===== src/rtl/push_pkg.sv =====
package push_pkg;

    typedef enum logic [1:0] {
        XM_NORMAL  = 2'd0,
        XM_VERIFY  = 2'd1,
        XM_COMPARE = 2'd2,
        XM_RSVD    = 2'd3
    } xfer_mode_e;

    // control register field positions
    localparam int unsigned CTL_MODE_LSB = 0;
    localparam int unsigned CTL_OEN_BIT  = 2;
    localparam int unsigned CTL_ORUN_BIT = 3;
    localparam int unsigned CTL_CMP_BIT  = 4;
    localparam int unsigned CTL_MASK_LSB = 5;

    // abort register bit positions
    localparam int unsigned ABT_CMP_BIT  = 0;
    localparam int unsigned ABT_ORUN_BIT = 1;

endpackage


===== src/rtl/push_lane_cmp.sv =====
module push_lane_cmp #(
    parameter int unsigned DW    = 32,
    parameter int unsigned LANES = DW / 8
) (
    input  logic [DW-1:0]    got_data,
    input  logic [DW-1:0]    kept_data,
    input  logic [LANES-1:0] lane_en,
    output logic             all_equal
);
    localparam int unsigned LW = DW / LANES;

    logic [LANES-1:0] lane_ok;

    for (genvar g = 0; g < LANES; g++) begin : g_lane
        always_comb begin
            lane_ok[g] = !lane_en[g] ||
                         (got_data[g*LW +: LW] == kept_data[g*LW +: LW]);
        end
    end

    always_comb begin
        all_equal = &lane_ok;
    end

endmodule


===== src/rtl/push_csr.sv =====
module push_csr
    import push_pkg::*;
#(
    parameter int unsigned LANES = 4,
    parameter int unsigned CSR_W = CTL_MASK_LSB + LANES
) (
    input  logic             clk,
    input  logic             rst_n,
    input  logic             cfg_orun_w1c,
    input  logic             csr_wen,
    input  logic             csr_sel,
    input  logic [CSR_W-1:0] csr_wdata,
    input  logic             set_orun,
    input  logic             set_cmp,
    output xfer_mode_e       mode,
    output logic             orun_en,
    output logic             orun_flag,
    output logic             cmp_flag,
    output logic [LANES-1:0] lane_mask,
    output logic [CSR_W-1:0] csr_rdata
);
    typedef struct packed {
        xfer_mode_e       mode;
        logic             oen;
        logic             orun;
        logic             cmp;
        logic [LANES-1:0] mask;
    } csr_t;

    csr_t st_d, st_q;

    logic ctl_wr, abt_wr, cmp_clr, orun_clr;

    always_comb begin
        ctl_wr   = csr_wen && !csr_sel;
        abt_wr   = csr_wen && csr_sel;
        cmp_clr  = (ctl_wr && csr_wdata[CTL_CMP_BIT]) ||
                   (abt_wr && csr_wdata[ABT_CMP_BIT]);
        orun_clr = (ctl_wr && cfg_orun_w1c && csr_wdata[CTL_ORUN_BIT]) ||
                   (abt_wr && csr_wdata[ABT_ORUN_BIT]);

        st_d = st_q;
        if (ctl_wr) begin
            st_d.mode = xfer_mode_e'(csr_wdata[CTL_MODE_LSB +: 2]);
            st_d.oen  = csr_wdata[CTL_OEN_BIT];
            st_d.mask = csr_wdata[CTL_MASK_LSB +: LANES];
        end
        if (cmp_clr)  st_d.cmp  = 1'b0;
        if (orun_clr) st_d.orun = 1'b0;
        // a new event wins over a clear in the same cycle
        if (set_cmp)  st_d.cmp  = 1'b1;
        if (set_orun) st_d.orun = 1'b1;
    end

    always_ff @(posedge clk or negedge rst_n) begin
        if (!rst_n) begin
            st_q <= '{mode: XM_NORMAL, oen: 1'b0, orun: 1'b0, cmp: 1'b0,
                      mask: '0};
        end else begin
            st_q <= st_d;
        end
    end

    always_comb begin
        mode      = st_q.mode;
        orun_en   = st_q.oen;
        orun_flag = st_q.orun;
        cmp_flag  = st_q.cmp;
        lane_mask = st_q.mask;
        csr_rdata = {st_q.mask, st_q.cmp, st_q.orun, st_q.oen, st_q.mode};
    end


    orun_needs_en_chk: assert property (@(posedge clk) disable iff (!rst_n)
        $rose(orun_flag) |-> $past(orun_en));


    cmp_sticky_chk: assert property (@(posedge clk) disable iff (!rst_n)
        (cmp_flag && !(csr_wen && !csr_sel && csr_wdata[CTL_CMP_BIT])
                  && !(csr_wen && csr_sel && csr_wdata[ABT_CMP_BIT]))
        |=> cmp_flag);


    orun_ro_chk: assert property (@(posedge clk) disable iff (!rst_n)
        (orun_flag && !cfg_orun_w1c
                   && !(csr_wen && csr_sel && csr_wdata[ABT_ORUN_BIT]))
        |=> orun_flag);

endmodule


===== src/rtl/push_seq.sv =====
module push_seq
    import push_pkg::*;
#(
    parameter int unsigned AW    = 32,
    parameter int unsigned DW    = 32,
    parameter int unsigned LANES = DW / 8
) (
    input  logic             clk,
    input  logic             rst_n,
    input  xfer_mode_e       mode,
    input  logic             orun_en,
    input  logic [LANES-1:0] lane_mask,
    input  logic             blocked,
    input  logic             req_valid,
    input  logic             req_write,
    input  logic [AW-1:0]    req_addr,
    input  logic [DW-1:0]    req_wdata,
    output logic             rsp_valid,
    output logic             rsp_err,
    output logic [DW-1:0]    rsp_rdata,
    output logic             ap_req,
    output logic             ap_write,
    output logic [AW-1:0]    ap_addr,
    output logic [DW-1:0]    ap_wdata,
    input  logic             ap_ack,
    input  logic [DW-1:0]    ap_rdata,
    input  logic             lanes_equal,
    output logic [DW-1:0]    kept_data,
    output logic [LANES-1:0] kept_mask,
    output logic             set_orun,
    output logic             set_cmp
);
    typedef struct packed {
        logic             busy;
        logic             write;
        logic             push;
        logic             hit_sets;
        logic [AW-1:0]    addr;
        logic [DW-1:0]    wdata;
        logic [LANES-1:0] mask;
        logic             rsp_v;
        logic             rsp_e;
        logic [DW-1:0]    rsp_d;
    } seq_t;

    seq_t sq_d, sq_q;

    logic done;

    always_comb begin
        done     = sq_q.busy && ap_ack;
        set_orun = sq_q.busy && req_valid && orun_en;
        set_cmp  = done && sq_q.push && (sq_q.hit_sets == lanes_equal);

        sq_d       = sq_q;
        sq_d.rsp_v = 1'b0;
        sq_d.rsp_e = 1'b0;

        if (sq_q.busy) begin
            if (ap_ack) begin
                sq_d.busy  = 1'b0;
                sq_d.rsp_v = 1'b1;
                sq_d.rsp_d = sq_q.write ? '0 : ap_rdata;
            end
        end else if (req_valid) begin
            if (blocked) begin
                sq_d.rsp_v = 1'b1;
                sq_d.rsp_e = 1'b1;
                sq_d.rsp_d = '0;
            end else begin
                sq_d.busy     = 1'b1;
                sq_d.write    = req_write;
                sq_d.push     = req_write &&
                                (mode == XM_VERIFY || mode == XM_COMPARE);
                sq_d.hit_sets = (mode == XM_COMPARE);
                sq_d.addr     = req_addr;
                sq_d.wdata    = req_wdata;
                sq_d.mask     = lane_mask;
            end
        end
    end

    always_ff @(posedge clk or negedge rst_n) begin
        if (!rst_n) begin
            sq_q <= '0;
        end else begin
            sq_q <= sq_d;
        end
    end

    always_comb begin
        ap_req    = sq_q.busy;
        ap_write  = sq_q.write && !sq_q.push;
        ap_addr   = sq_q.addr;
        ap_wdata  = sq_q.wdata;
        rsp_valid = sq_q.rsp_v;
        rsp_err   = sq_q.rsp_e;
        rsp_rdata = sq_q.rsp_d;
        kept_data = sq_q.wdata;
        kept_mask = sq_q.mask;
    end


    hold_req_chk: assert property (@(posedge clk) disable iff (!rst_n)
        (ap_req && !ap_ack) |=> (ap_req && $stable(ap_addr) && $stable(ap_write)));


    rsp_after_ack_chk: assert property (@(posedge clk) disable iff (!rst_n)
        (ap_req && ap_ack) |=> (rsp_valid && !rsp_err && !ap_req));


    blocked_no_ap_chk: assert property (@(posedge clk) disable iff (!rst_n)
        (!ap_req && req_valid && blocked) |=> (!ap_req && rsp_valid && rsp_err));


    discard_busy_chk: assert property (@(posedge clk) disable iff (!rst_n)
        (ap_req && !ap_ack && req_valid) |=> (!rsp_valid && ap_req));

endmodule


===== src/rtl/dp_push_engine.sv =====
module dp_push_engine
    import push_pkg::*;
#(
    parameter int unsigned AW    = 32,
    parameter int unsigned DW    = 32,
    parameter int unsigned LANES = DW / 8,
    parameter int unsigned CSR_W = CTL_MASK_LSB + LANES
) (
    input  logic             clk,
    input  logic             rst_n,
    input  logic             cfg_orun_w1c,
    input  logic             csr_wen,
    input  logic             csr_sel,
    input  logic [CSR_W-1:0] csr_wdata,
    output logic [CSR_W-1:0] csr_rdata,
    input  logic             req_valid,
    input  logic             req_write,
    input  logic [AW-1:0]    req_addr,
    input  logic [DW-1:0]    req_wdata,
    output logic             rsp_valid,
    output logic             rsp_err,
    output logic [DW-1:0]    rsp_rdata,
    output logic             ap_req,
    output logic             ap_write,
    output logic [AW-1:0]    ap_addr,
    output logic [DW-1:0]    ap_wdata,
    input  logic             ap_ack,
    input  logic [DW-1:0]    ap_rdata
);
    xfer_mode_e       mode;
    logic             orun_en, orun_flag, cmp_flag;
    logic [LANES-1:0] lane_mask, kept_mask;
    logic [DW-1:0]    kept_data;
    logic             lanes_equal, set_orun, set_cmp, blocked;

    always_comb begin
        blocked = orun_flag || cmp_flag;
    end

    push_csr #(.LANES(LANES), .CSR_W(CSR_W)) u_csr (
        .clk          (clk),
        .rst_n        (rst_n),
        .cfg_orun_w1c (cfg_orun_w1c),
        .csr_wen      (csr_wen),
        .csr_sel      (csr_sel),
        .csr_wdata    (csr_wdata),
        .set_orun     (set_orun),
        .set_cmp      (set_cmp),
        .mode         (mode),
        .orun_en      (orun_en),
        .orun_flag    (orun_flag),
        .cmp_flag     (cmp_flag),
        .lane_mask    (lane_mask),
        .csr_rdata    (csr_rdata)
    );

    push_seq #(.AW(AW), .DW(DW), .LANES(LANES)) u_seq (
        .clk         (clk),
        .rst_n       (rst_n),
        .mode        (mode),
        .orun_en     (orun_en),
        .lane_mask   (lane_mask),
        .blocked     (blocked),
        .req_valid   (req_valid),
        .req_write   (req_write),
        .req_addr    (req_addr),
        .req_wdata   (req_wdata),
        .rsp_valid   (rsp_valid),
        .rsp_err     (rsp_err),
        .rsp_rdata   (rsp_rdata),
        .ap_req      (ap_req),
        .ap_write    (ap_write),
        .ap_addr     (ap_addr),
        .ap_wdata    (ap_wdata),
        .ap_ack      (ap_ack),
        .ap_rdata    (ap_rdata),
        .lanes_equal (lanes_equal),
        .kept_data   (kept_data),
        .kept_mask   (kept_mask),
        .set_orun    (set_orun),
        .set_cmp     (set_cmp)
    );

    push_lane_cmp #(.DW(DW), .LANES(LANES)) u_cmp (
        .got_data  (ap_rdata),
        .kept_data (kept_data),
        .lane_en   (kept_mask),
        .all_equal (lanes_equal)
    );

endmodule


===== config.mk =====
export PLATFORM = sky130hd
export DESIGN_NAME = dp_push_engine
export DESIGN_NICKNAME = d
export VERILOG_FILES = /design/src/rtl/push_pkg.sv /design/src/rtl/push_lane_cmp.sv /design/src/rtl/push_csr.sv /design/src/rtl/push_seq.sv /design/src/rtl/dp_push_engine.sv
export SDC_FILE = /design/constraint.sdc
export NUM_CORES = 1
export LEC_CHECK = 0
export ABC_AREA = 1
export BUFFER_PORTS_ARGS = -buffer_cell sky130_fd_sc_hd__clkbuf_2
export CAP_MARGIN = 20
export CORE_MARGIN = 4
export CORE_UTILIZATION = 28
export CTS_BUF_LIST = sky130_fd_sc_hd__clkbuf_16
export DETAILED_ROUTE_END_ITERATION = 16
export GPL_ROUTABILITY_DRIVEN = 0
export PLACE_DENSITY = 0.57
export REMOVE_ABC_BUFFERS = 1
export SETUP_SLACK_MARGIN = 0.4
export SLEW_MARGIN = 20
export SYNTH_ARGS = -nofsm -noshare
export SYNTH_HDL_FRONTEND = slang
export SYNTH_SLANG_ARGS = --single-unit

===== constraint.sdc =====
create_clock -name clk -period 1.61 [get_ports clk]
set_input_delay 0 -clock clk [delete_from_list [all_inputs] [get_ports clk]]
set_output_delay 0 -clock clk [all_outputs]
set_load 0.005 [all_outputs]

==> results.sh, run 1 <==
export IMPL_power_density_nw_per_um2=1820
export IMPL_synthCells=684
export IMPL_die_w_um=151
export IMPL_cts_sinks=115
export IMPL_drt_iter0_drc=173
export IMPL_crit_arrival_ns=1.73
export IMPL_post_place_ws_ns=0.152
export IMPL_m1WireLength_um=9070
export IMPL_syn_area_per_cell_um2=8.32
export IMPL_core_um2=19700
export IMPL_fp_dieH_um=151
export IMPL_grt_max_degree=116
export IMPL_rows=51
export IMPL_postSynth_topFlopCell="dfrtp_1"
export IMPL_diodes=0
export IMPL_die_area_um2=22700
export IMPL_cts_root_buf="clkbuf_16"
export IMPL_grt_usage_pct=18.3
export IMPL_final_hold_viol_count=0
export IMPL_relSlewSlack_pct=55.8
export IMPL_antenna_found_initial=0
export IMPL_vdd_ir_drop_max_v=0.000787
export IMPL_wirelength_um=21800
export IMPL_netlist_area_um2=5690
export IMPL_fin_nets=1112
export IMPL_slew_viol_final=0
export IMPL_area_growth_pct=74.5
export IMPL_whs_ns=0.0910
export IMPL_dr_pass1_iters=4
export IMPL_ys_ff_latch=115
export IMPL_total_power_uw=18100
export IMPL_drtAntennaViolNets=0
export IMPL_dr_max_layer_used="met4"
export IMPL_synth_top_area_share_pct=50.6
export IMPL_ioPinCount=222
export IMPL_worstSetupPathType="reg2reg"
export IMPL_tns_ns=0
export IMPL_ctsHtreeMaxLevel=4
export IMPL_fin_crit_ns=1.44
export IMPL_synth_top_area_cell="dfrtp_1"
export IMPL_ys_types=20
export IMPL_clock_latency_ns=0.41
export IMPL_cp_max_fo=3
export IMPL_async_reset_ff_share_pct=100
export IMPL_cap_violations=0
export IMPL_ys_seq_area_share_pct=50.6
export IMPL_vias=5457
export IMPL_dp_hpwl_um=11400
export IMPL_period_share_pct=89.2
export IMPL_wl_per_cell_um=17.1
export IMPL_crit_path_start_kind="register"
export IMPL_cts_reportedPaths_clkPinSlew_ns=0.05
export IMPL_viasPerCell=4.28
export IMPL_multi_input_area_um2=2370
export IMPL_grt_pass1_vias=5562
export IMPL_drcViolationCount=0
export IMPL_crit_path_end_kind="register"
export IMPL_hp_class="in2reg"
export IMPL_worst_slew_pin_slew_ns=0.663
export IMPL_grt_first_pass_wirelength_um=30700
export IMPL_seq_area_um2=2880
export IMPL_timing_final_ws_setup_ns=0.174
export IMPL_worstPathRequired_ns=1.90
export IMPL_cts_tree="built"
export IMPL_clockBufferDepth=2
export IMPL_finalSetupViolCount=0
export IMPL_power_leakage_uw=0.00526
export IMPL_final_layout_size_suffix_gt1_share_pct=46.4
export IMPL_wl_met3_um=1500
export IMPL_overflow=0
export IMPL_yosysMostFrequentCell="nand2_1"
export IMPL_met2_length_um=10900
export IMPL_synth_edff_count=0
export IMPL_max_freq_mhz=696
export IMPL_outcome="complete, no violations"
export IMPL_initial_utilization_pct=28.8
export IMPL_ys_top_cells_by_count="279 x nand2_1, 115 x dfrtp_1, 99 x buf_4, 61 x nand3_1, 31 x inv_1"
export IMPL_nFillCells=1782
export IMPL_numCtsBuffers=17
export IMPL_portBuffers=221
export IMPL_rsz0062_at_grt="true"
export IMPL_ys_warn_count=0
export IMPL_ys_top_cells_by_area="dfrtp_1 51%, nand2_1 18%, buf_4 13%, nand3_1 5.4%, xnor2_1 3.5%"
export IMPL_skew_ns=0.00864
==> registers in the layout, summed over array words and instances, names as in the netlist, 2 cells and up <==
| signal | flops |
|---|---|
| u_seq.sq_q | 3 |
| u_seq.ap_wdata | 32 |
| u_seq.kept_mask | 4 |
| u_csr.lane_mask | 4 |
| u_seq.rsp_rdata | 32 |
| u_seq.ap_addr | 32 |
| u_csr.mode | 2 |
==> worst max-delay path: stages, from the launching register on <==
cell,delay [ns]
dfrtp_1,0.41
xnor2_1,0.18
nand2_1,0.09
nor2_2,0.15
nand2_1,0.08
nand2_1,0.08
nand2_2,0.06
nor2_1,0.09
nand2_1,0.05
nand3_1,0.08
nand2_1,0.05
==> cell families (layout without fill, tap and decap cells) <==
group                      after synthesis  count (layout)  share of synthesized area, %
AOI/OAI and AO/OA                       30              30                          2.77
xor gates and xnor gates                23              23                          3.54
adders and majority gates                1               1                         0.220
buffers and inverters                  157             483                          17.6
DFF                                    115             115                          50.6
and+or+nand+nor                        358             358                          25.3
==> path summary, 6_finish.rpt <==
| check | endpoint | slack [ns] | depth (start not counted) | startpoint |
|---|---|---|---|---|
| setup / recovery | u_csr.cmp_flag | 0.17 | 10 | u_seq.ap_wdata[14] |
| hold / removal | u_seq.rsp_valid | 0.09 | 4 | ap_ack |
| setup reg to reg | u_csr.cmp_flag | 0.17 | 10 | u_seq.ap_wdata[14] |
| hold reg to reg | u_seq.ap_addr[12] | 0.48 | 2 | u_seq.ap_addr[12] |
| max in group asynchronous | u_seq.ap_req | 0.85 | 3 | rst_n |
| min in group asynchronous | u_seq.ap_wdata[24] | 0.24 | 3 | rst_n |
==> placed cells by master (no fill, tap or decap), types with 8 or more instances in the layout <==
cell type	n
o21ai_0	11
dlygate4sd3_1	109
buf_6	24
nand2_1	189
clkbuf_16	22
nand2_2	56
nor2_2	8
buf_8	8
buf_16	18
inv_1	27
nand2_4	34
nand3_2	18
dfrtp_1	114
clkbuf_2	220
xnor2_1	22
o21ai_1	11
nand3_1	43
buf_4	22
buf_12	14
==> layout make-up <==
class                   instances  share of cell area [%]
repair buffers                420                    36.8
flip-flops and latches        115                    29.0
well taps                     265                    3.34
clock buffers                  17                    4.29
clock inverters                14                    1.46
inverters                      32                    1.31
multi-input cells             412                    23.8
==> power by group <==
part           internal, uW  switching, uW  leakage, uW  total (uW)
clock network          2380           1340     0.000280        3730
logic                  4920           4260      0.00352        9190
registers              4170           1020      0.00146        5190
total                 11500           6630      0.00526       18100
==> per-stage QoR <==
step	cells	cell area [um^2]	util, %
after global placement	1061	6410	32.5
after detailed placement	1061	6410	32.5
after CTS	1247	9010	45.7
after floorplan	559	4810	-
after global routing	1275	9930	50.3
final	1275	9930	50.3
==> timing repair <==
item                                    CTS  global route
cloned                                   17             7
pin swaps                                22            53
endpoints found under the setup margin   94           101
hold endpoints to repair                223             1
setup buffers                            30            20
gates resized for setup                  91           164
hold buffers                            108             1
==> layer usage <==
| layer | vias to the layer above | GRT usage [%] |
|---|---|---|
| li1 | 2681 | - |
| met1 | 2575 | 22.4 |
| met2 | 180 | 30.4 |
| met3 | 21 | 5.36 |
| met4 | 0 | 7.00 |
| met5 | - | 0 |
(Power assumes the default switching activity.)
==> run 2, diff against run 1 <==
Settings changed: ABC_CLOCK_PERIOD_IN_PS set to 1610, PLACE_DENSITY 0.57 to not set, RECOVER_POWER set to 100.
==> run 2 against run 1 <==
Combinational power down 20%. Flip-flop and latch count unchanged. Fmax down 3.4%. Cell area down 8.2%. Global-route usage down 0.51 points.
==> results.sh, run 2 (same netlist as run 1, synthesis figures left out) <==
export IMPL_outcome="complete, no violations"
export IMPL_dr_pass1_iters=5
export IMPL_viasPerCell=4.30
export IMPL_whs_ns=0.0300
export IMPL_area_growth_pct=60.1
export IMPL_core_um2=19700
export IMPL_r2r_slack_ns=0.12
export IMPL_max_freq_mhz=672
export IMPL_portBuffers=221
export IMPL_crit_path_end_kind="register"
export IMPL_r2r_cells=7
export IMPL_power_density_nw_per_um2=1760
export IMPL_cts_tree="built"
export IMPL_critical_path_cell_chain="nor2_1, nand2_4, buf_6, buf_6, clkbuf_2, nand2_2, nand2_1"
export IMPL_grt_pass1_vias=5459
export IMPL_final_cell_mix="203 x nand2_1, 153 x clkbuf_2, 115 x dfrtp_1"
export IMPL_fin_crit_ns=1.49
export IMPL_ioPinCount=222
export IMPL_ctsHtreeMaxLevel=4
export IMPL_cts_reportedPaths_clkPinSlew_ns=0.06
export IMPL_die_w_um=151
export IMPL_r2r_start="u_seq.ap_req"
export IMPL_wl_per_cell_um=16.7
export IMPL_hold_start="csr_sel"
export IMPL_numCtsBuffers=17
export IMPL_vdd_ir_drop_max_v=0.000784
export IMPL_crit_slowest_cell="dfrtp_1"
export IMPL_antenna_found_initial=0
export IMPL_crit_path_start_kind="register"
export IMPL_cts_root_buf="clkbuf_16"
export IMPL_diodes=0
export IMPL_final_cell_area_um2=9110
export IMPL_worst_slew_pin_slew_ns=1.02
export IMPL_clock_latency_ns=0.41
export IMPL_cp_top_family="buffers and inverters"
export IMPL_cp_max_fo=8
export IMPL_rsz0062_at_grt="true"
export IMPL_fp_dieH_um=151
export IMPL_grt_usage_pct=17.8
export IMPL_rows=51
export IMPL_post_place_ws_ns=0.165
export IMPL_relSlewSlack_pct=31.9
export IMPL_cap_violations=0
export IMPL_cts_sinks=115
export IMPL_final_layout_size_suffix_gt1_share_pct=33.7
export IMPL_regToRegEndpoint="u_seq.ap_addr[25]"
export IMPL_overflow=0
export IMPL_drtAntennaViolNets=0
export IMPL_worstSetupPathType="reg2reg"
export IMPL_timing_final_ws_setup_ns=0.123
export IMPL_worstPathRequired_ns=1.92
export IMPL_period_share_pct=92.4
export IMPL_drcViolationCount=0
export IMPL_grt_first_pass_wirelength_um=30200
export IMPL_skew_ns=0.00969
export IMPL_multi_input_area_um2=2280
export IMPL_dp_hpwl_um=12000
export IMPL_power_leakage_uw=0.00474
export IMPL_hold_path_end="u_csr.orun_en"
export IMPL_tns_ns=0
export IMPL_hold_path_depth=5
export IMPL_crit_path_max_incr_delay_ns=0.44
export IMPL_vias=5353
export IMPL_wirelength_um=20800
export IMPL_nFillCells=1868
export IMPL_final_hold_viol_count=0
export IMPL_initial_utilization_pct=28.8
export IMPL_die_area_um2=22700
export IMPL_fin_nets=1084
export IMPL_fin_util_pct=46.2
export IMPL_grt_max_degree=41
export IMPL_drt_iter0_drc=169
export IMPL_place_area_um2=6430
export IMPL_slew_viol_final=0
export IMPL_crit_arrival_ns=1.79
export IMPL_seq_area_um2=2880
export IMPL_final_common_cell="nand2_1"
export IMPL_finalSetupViolCount=0
export IMPL_path_buf_inv=3
export IMPL_crit_top_cell="buf_6"
export IMPL_hp_class="in2reg"
export IMPL_clockBufferDepth=2
## run 2: worst max path at each step
| stage | startpoint | endpoint | slack (ns) | depth (start not counted) |
|---|---|---|---|---|
| global placement | u_seq.ap_wdata[0] | u_csr.cmp_flag | 0.13 | 10 |
| global route | u_seq.ap_req | u_seq.ap_addr[12] | 0.06 | 7 |
| CTS | u_seq.ap_wdata[0] | u_csr.cmp_flag | 0.21 | 10 |
| floorplan | u_seq.ap_req | u_seq.sq_q[103] | -0.56 | 5 |
| finish | u_seq.ap_req | u_seq.ap_addr[25] | 0.12 | 7 |
| detailed placement | u_seq.ap_wdata[3] | u_csr.cmp_flag | 0.17 | 12 |
## run 2: layout make-up
class / instances / share of cell area, %
tap: 265 / 3.64
inverter: 32 / 1.46
sequential: 115 / 31.6
clock inverter: 11 / 1.10
timing repair buffer: 392 / 32.5
multi-input combinational: 412 / 25.1
clock buffer: 17 / 4.67
## run 2: worst reg2reg max path: cells and delay by family, from the launching register on
| family | cells | cell delay, ns |
|---|---|---|
| buf+inv | 3 | 0.49 |
| flops | 1 | 0.44 |
| simple gates | 4 | 0.45 |
## run 2: timing repair
action / 4_1_cts / 5_1_grt
resized for setup: 110 / 133
setup endpoints to repair: 104 / 105
hold buffers: 112 / 0
endpoints found under the hold margin: 144 / 0
gates cloned: 17 / 3
buffers inserted: 17 / 7
pin swaps: 27 / 34
## run 2: per-stage QoR
stage                     power, uW  std cells
after floorplan                7290        559
after global placement         9880       1061
after detailed placement       9970       1061
after CTS                     16100       1235
after global routing          17100       1244
final                         16000       1244
## run 2: power by group
group          total [uW]  internal [uW]  switching [uW]
sequential           5170           4170             998
combinational        7370           3540            3830
clock                3500           2200            1300
total               16000           9910            6130
## run 2: layer usage
| layer | global-route usage, % | part of all wire (%) |
|---|---|---|
| met5 | 0 | 0 |
| met4 | 5.58 | 2.0 |
| met3 | 4.64 | 6.3 |
| met2 | 30.8 | 50 |
| met1 | 21.6 | 41 |
==> run 3, diff against run 2 <==
Settings changed: ABC_CLOCK_PERIOD_IN_PS 1610 to 1500.
Clock period 1.61 ns to 1.5 ns, I/O delays scaled along.
==> run 3 against run 2 <==
Worst hold slack improved by 0.051 ns. Largest cell class unchanged. Total power up 22%. Largest power group unchanged. Highest routed layer unchanged. Sequential power is 11% higher. Count of clock-buffer cells in the layout stayed put. Core utilization grew 5.4 points. Via count up 3.3%. First-iteration DRC count fell by 13%. Global-route usage rose by 1.3 points.
==> results.sh, run 3 (same netlist as run 1, synthesis figures left out) <==
export IMPL_outcome="complete, no violations"
export IMPL_viasPerCell=4.37
export IMPL_dr_pass1_iters=6
export IMPL_clock_latency_ns=0.41
export IMPL_cp_max_fo=3
export IMPL_cts_root_buf="clkbuf_16"
export IMPL_ctsHtreeMaxLevel=4
export IMPL_cts_reportedPaths_clkPinSlew_ns=0.05
export IMPL_drtAntennaViolNets=0
export IMPL_crit_path_end_kind="register"
export IMPL_rsz0062_at_grt="true"
export IMPL_dp_hpwl_um=12100
export IMPL_drt_iter0_drc=147
export IMPL_final_common_cell="clkbuf_2"
export IMPL_core_um2=19700
export IMPL_tns_ns=0
export IMPL_power_leakage_uw=0.00520
export IMPL_wl_per_cell_um=17.7
export IMPL_combPwrFrac_pct=53.2
export IMPL_vias=5529
export IMPL_crit_arrival_ns=1.75
export IMPL_diodes=0
export IMPL_ioPinCount=222
export IMPL_die_area_um2=22700
export IMPL_max_freq_mhz=689
export IMPL_slew_viol_final=0
export IMPL_fp_dieH_um=151
export IMPL_die_w_um=151
export IMPL_initial_utilization_pct=28.8
export IMPL_worstSetupPathType="reg2reg"
export IMPL_power_density_nw_per_um2=1920
export IMPL_grt_usage_pct=19.0
export IMPL_relSlewSlack_pct=45.5
export IMPL_grt_max_degree=41
export IMPL_period_share_pct=96.8
export IMPL_final_hold_viol_count=0
export IMPL_final_layout_size_suffix_gt1_share_pct=47.9
export IMPL_wirelength_um=22300
export IMPL_drcViolationCount=0
export IMPL_p_switching_uw=7590
export IMPL_cap_violations=0
export IMPL_area_growth_pct=78.8
export IMPL_grt_pass1_vias=5702
export IMPL_clockBufferDepth=2
export IMPL_skew_ns=0.00947
export IMPL_grt_first_pass_wirelength_um=32300
export IMPL_finalSetupViolCount=0
export IMPL_switching_share_pct=38.9
export IMPL_vdd_ir_drop_max_v=0.000925
export IMPL_power_frac_clock_pct=17.4
export IMPL_sequentialPowerShare_pct=29.4
export IMPL_worstPathRequired_ns=1.80
export IMPL_portBuffers=221
export IMPL_worst_slew_pin_slew_ns=0.818
export IMPL_numCtsBuffers=17
export IMPL_crit_path_start_kind="register"
export IMPL_whs_ns=0.0813
export IMPL_rows=51
export IMPL_final_cell_mix="159 x clkbuf_2, 128 x nand2_1, 114 x dfrtp_1"
export IMPL_hp_class="in2reg"
export IMPL_total_power_uw=19500
export IMPL_cts_tree="built"
export IMPL_overflow=0
export IMPL_cts_sinks=115
export IMPL_antenna_found_initial=0
export IMPL_p_int_uw=11900
export IMPL_fin_crit_ns=1.45
export IMPL_fin_nets=1104
## run 3: cell count changes in the layout (fill, tap and decap cells not counted), moves of 20 or more
cell,before,now
nand2_2,42,96
nand2_4,35,55
nand3_1,49,22
nand2_1,203,128
nand3_2,12,36
## run 3: final timing paths
check                                        start           endpoint  slack, ns  cells after the start
worst max-delay path            u_seq.ap_wdata[16]     u_csr.cmp_flag       0.05                     10
worst min-delay path                  cfg_orun_w1c    u_csr.orun_flag       0.08                      5
worst max register to register  u_seq.ap_wdata[16]     u_csr.cmp_flag       0.05                     10
max in group asynchronous                    rst_n   u_seq.ap_addr[2]       0.22                      3
min in group asynchronous                    rst_n  u_seq.ap_wdata[2]       0.22                      2
worst min register to register    u_seq.ap_addr[5]   u_seq.ap_addr[5]       0.49                      2
## run 3: layout make-up
class / count / area, um^2
timing repair buffer: 411 / 3550
sequential: 115 / 2880
multi-input combinational: 412 / 2770
clock buffer: 17 / 425
inverter: 32 / 140
clock inverter: 12 / 52.6
timing repair inverter: 1 / 16.3
fill: 1758 / 9550
tap: 265 / 332
## run 3: power by group through the flow
stage	logic (uW)	clock network, uW	registers [uW]
detailed placement	5370	0	5440
finish	10400	3400	5730
global placement	5290	0	5410
global route	11200	3640	5890
CTS	9050	3490	5520
floorplan	2390	0	5440
## run 3: through the flow
| step | setup slack, ns | std cells | cell area [um^2] | util (%) |
|---|---|---|---|---|
| 2_1_floorplan | -0.671 | 559 | 4810 | - |
| 3_3_place_gp | 0.0230 | 1064 | 6490 | 32.9 |
| 3_5_place_dp | 0.0229 | 1064 | 6490 | 32.9 |
| 4_1_cts | 0.0964 | 1255 | 9430 | 47.8 |
| 5_1_grt | -0.0897 | 1265 | 10200 | 51.6 |
| 6_report | 0.0484 | 1265 | 10200 | 51.6 |
## run 3: routing by layer
| layer | global-route usage, % | up-vias | routed length [um] |
|---|---|---|---|
| li1 | - | 2649 | - |
| met1 | 23.9 | 2638 | 9110 |
| met2 | 32.2 | 209 | 11100 |
| met3 | 4.70 | 33 | 1540 |
| met4 | 5.95 | 0 | 557 |
| met5 | 0 | - | 0 |
## run 3: worst max-delay path: stages (launching register included)
cell     delay [ns]
dfrtp_1        0.42
xnor2_1        0.17
nand2_1        0.12
nor2_1         0.11
nand2_1        0.08
nand2_1        0.08
nand2_1        0.07
nor2_1         0.10
nand2_1        0.05
nand3_1        0.07
nand2_1        0.05
## run 3: what timing repair did
| item | 4_1_cts | 5_1_grt |
|---|---|---|
| endpoints found under the hold margin | 222 | 0 |
| setup endpoints to repair | 108 | 111 |
| pin swaps | 42 | 63 |
| buffers inserted | 28 | 8 |
| gates resized for setup | 167 | 203 |
| cloned | 25 | 2 |
| hold buffers | 109 | 0 |
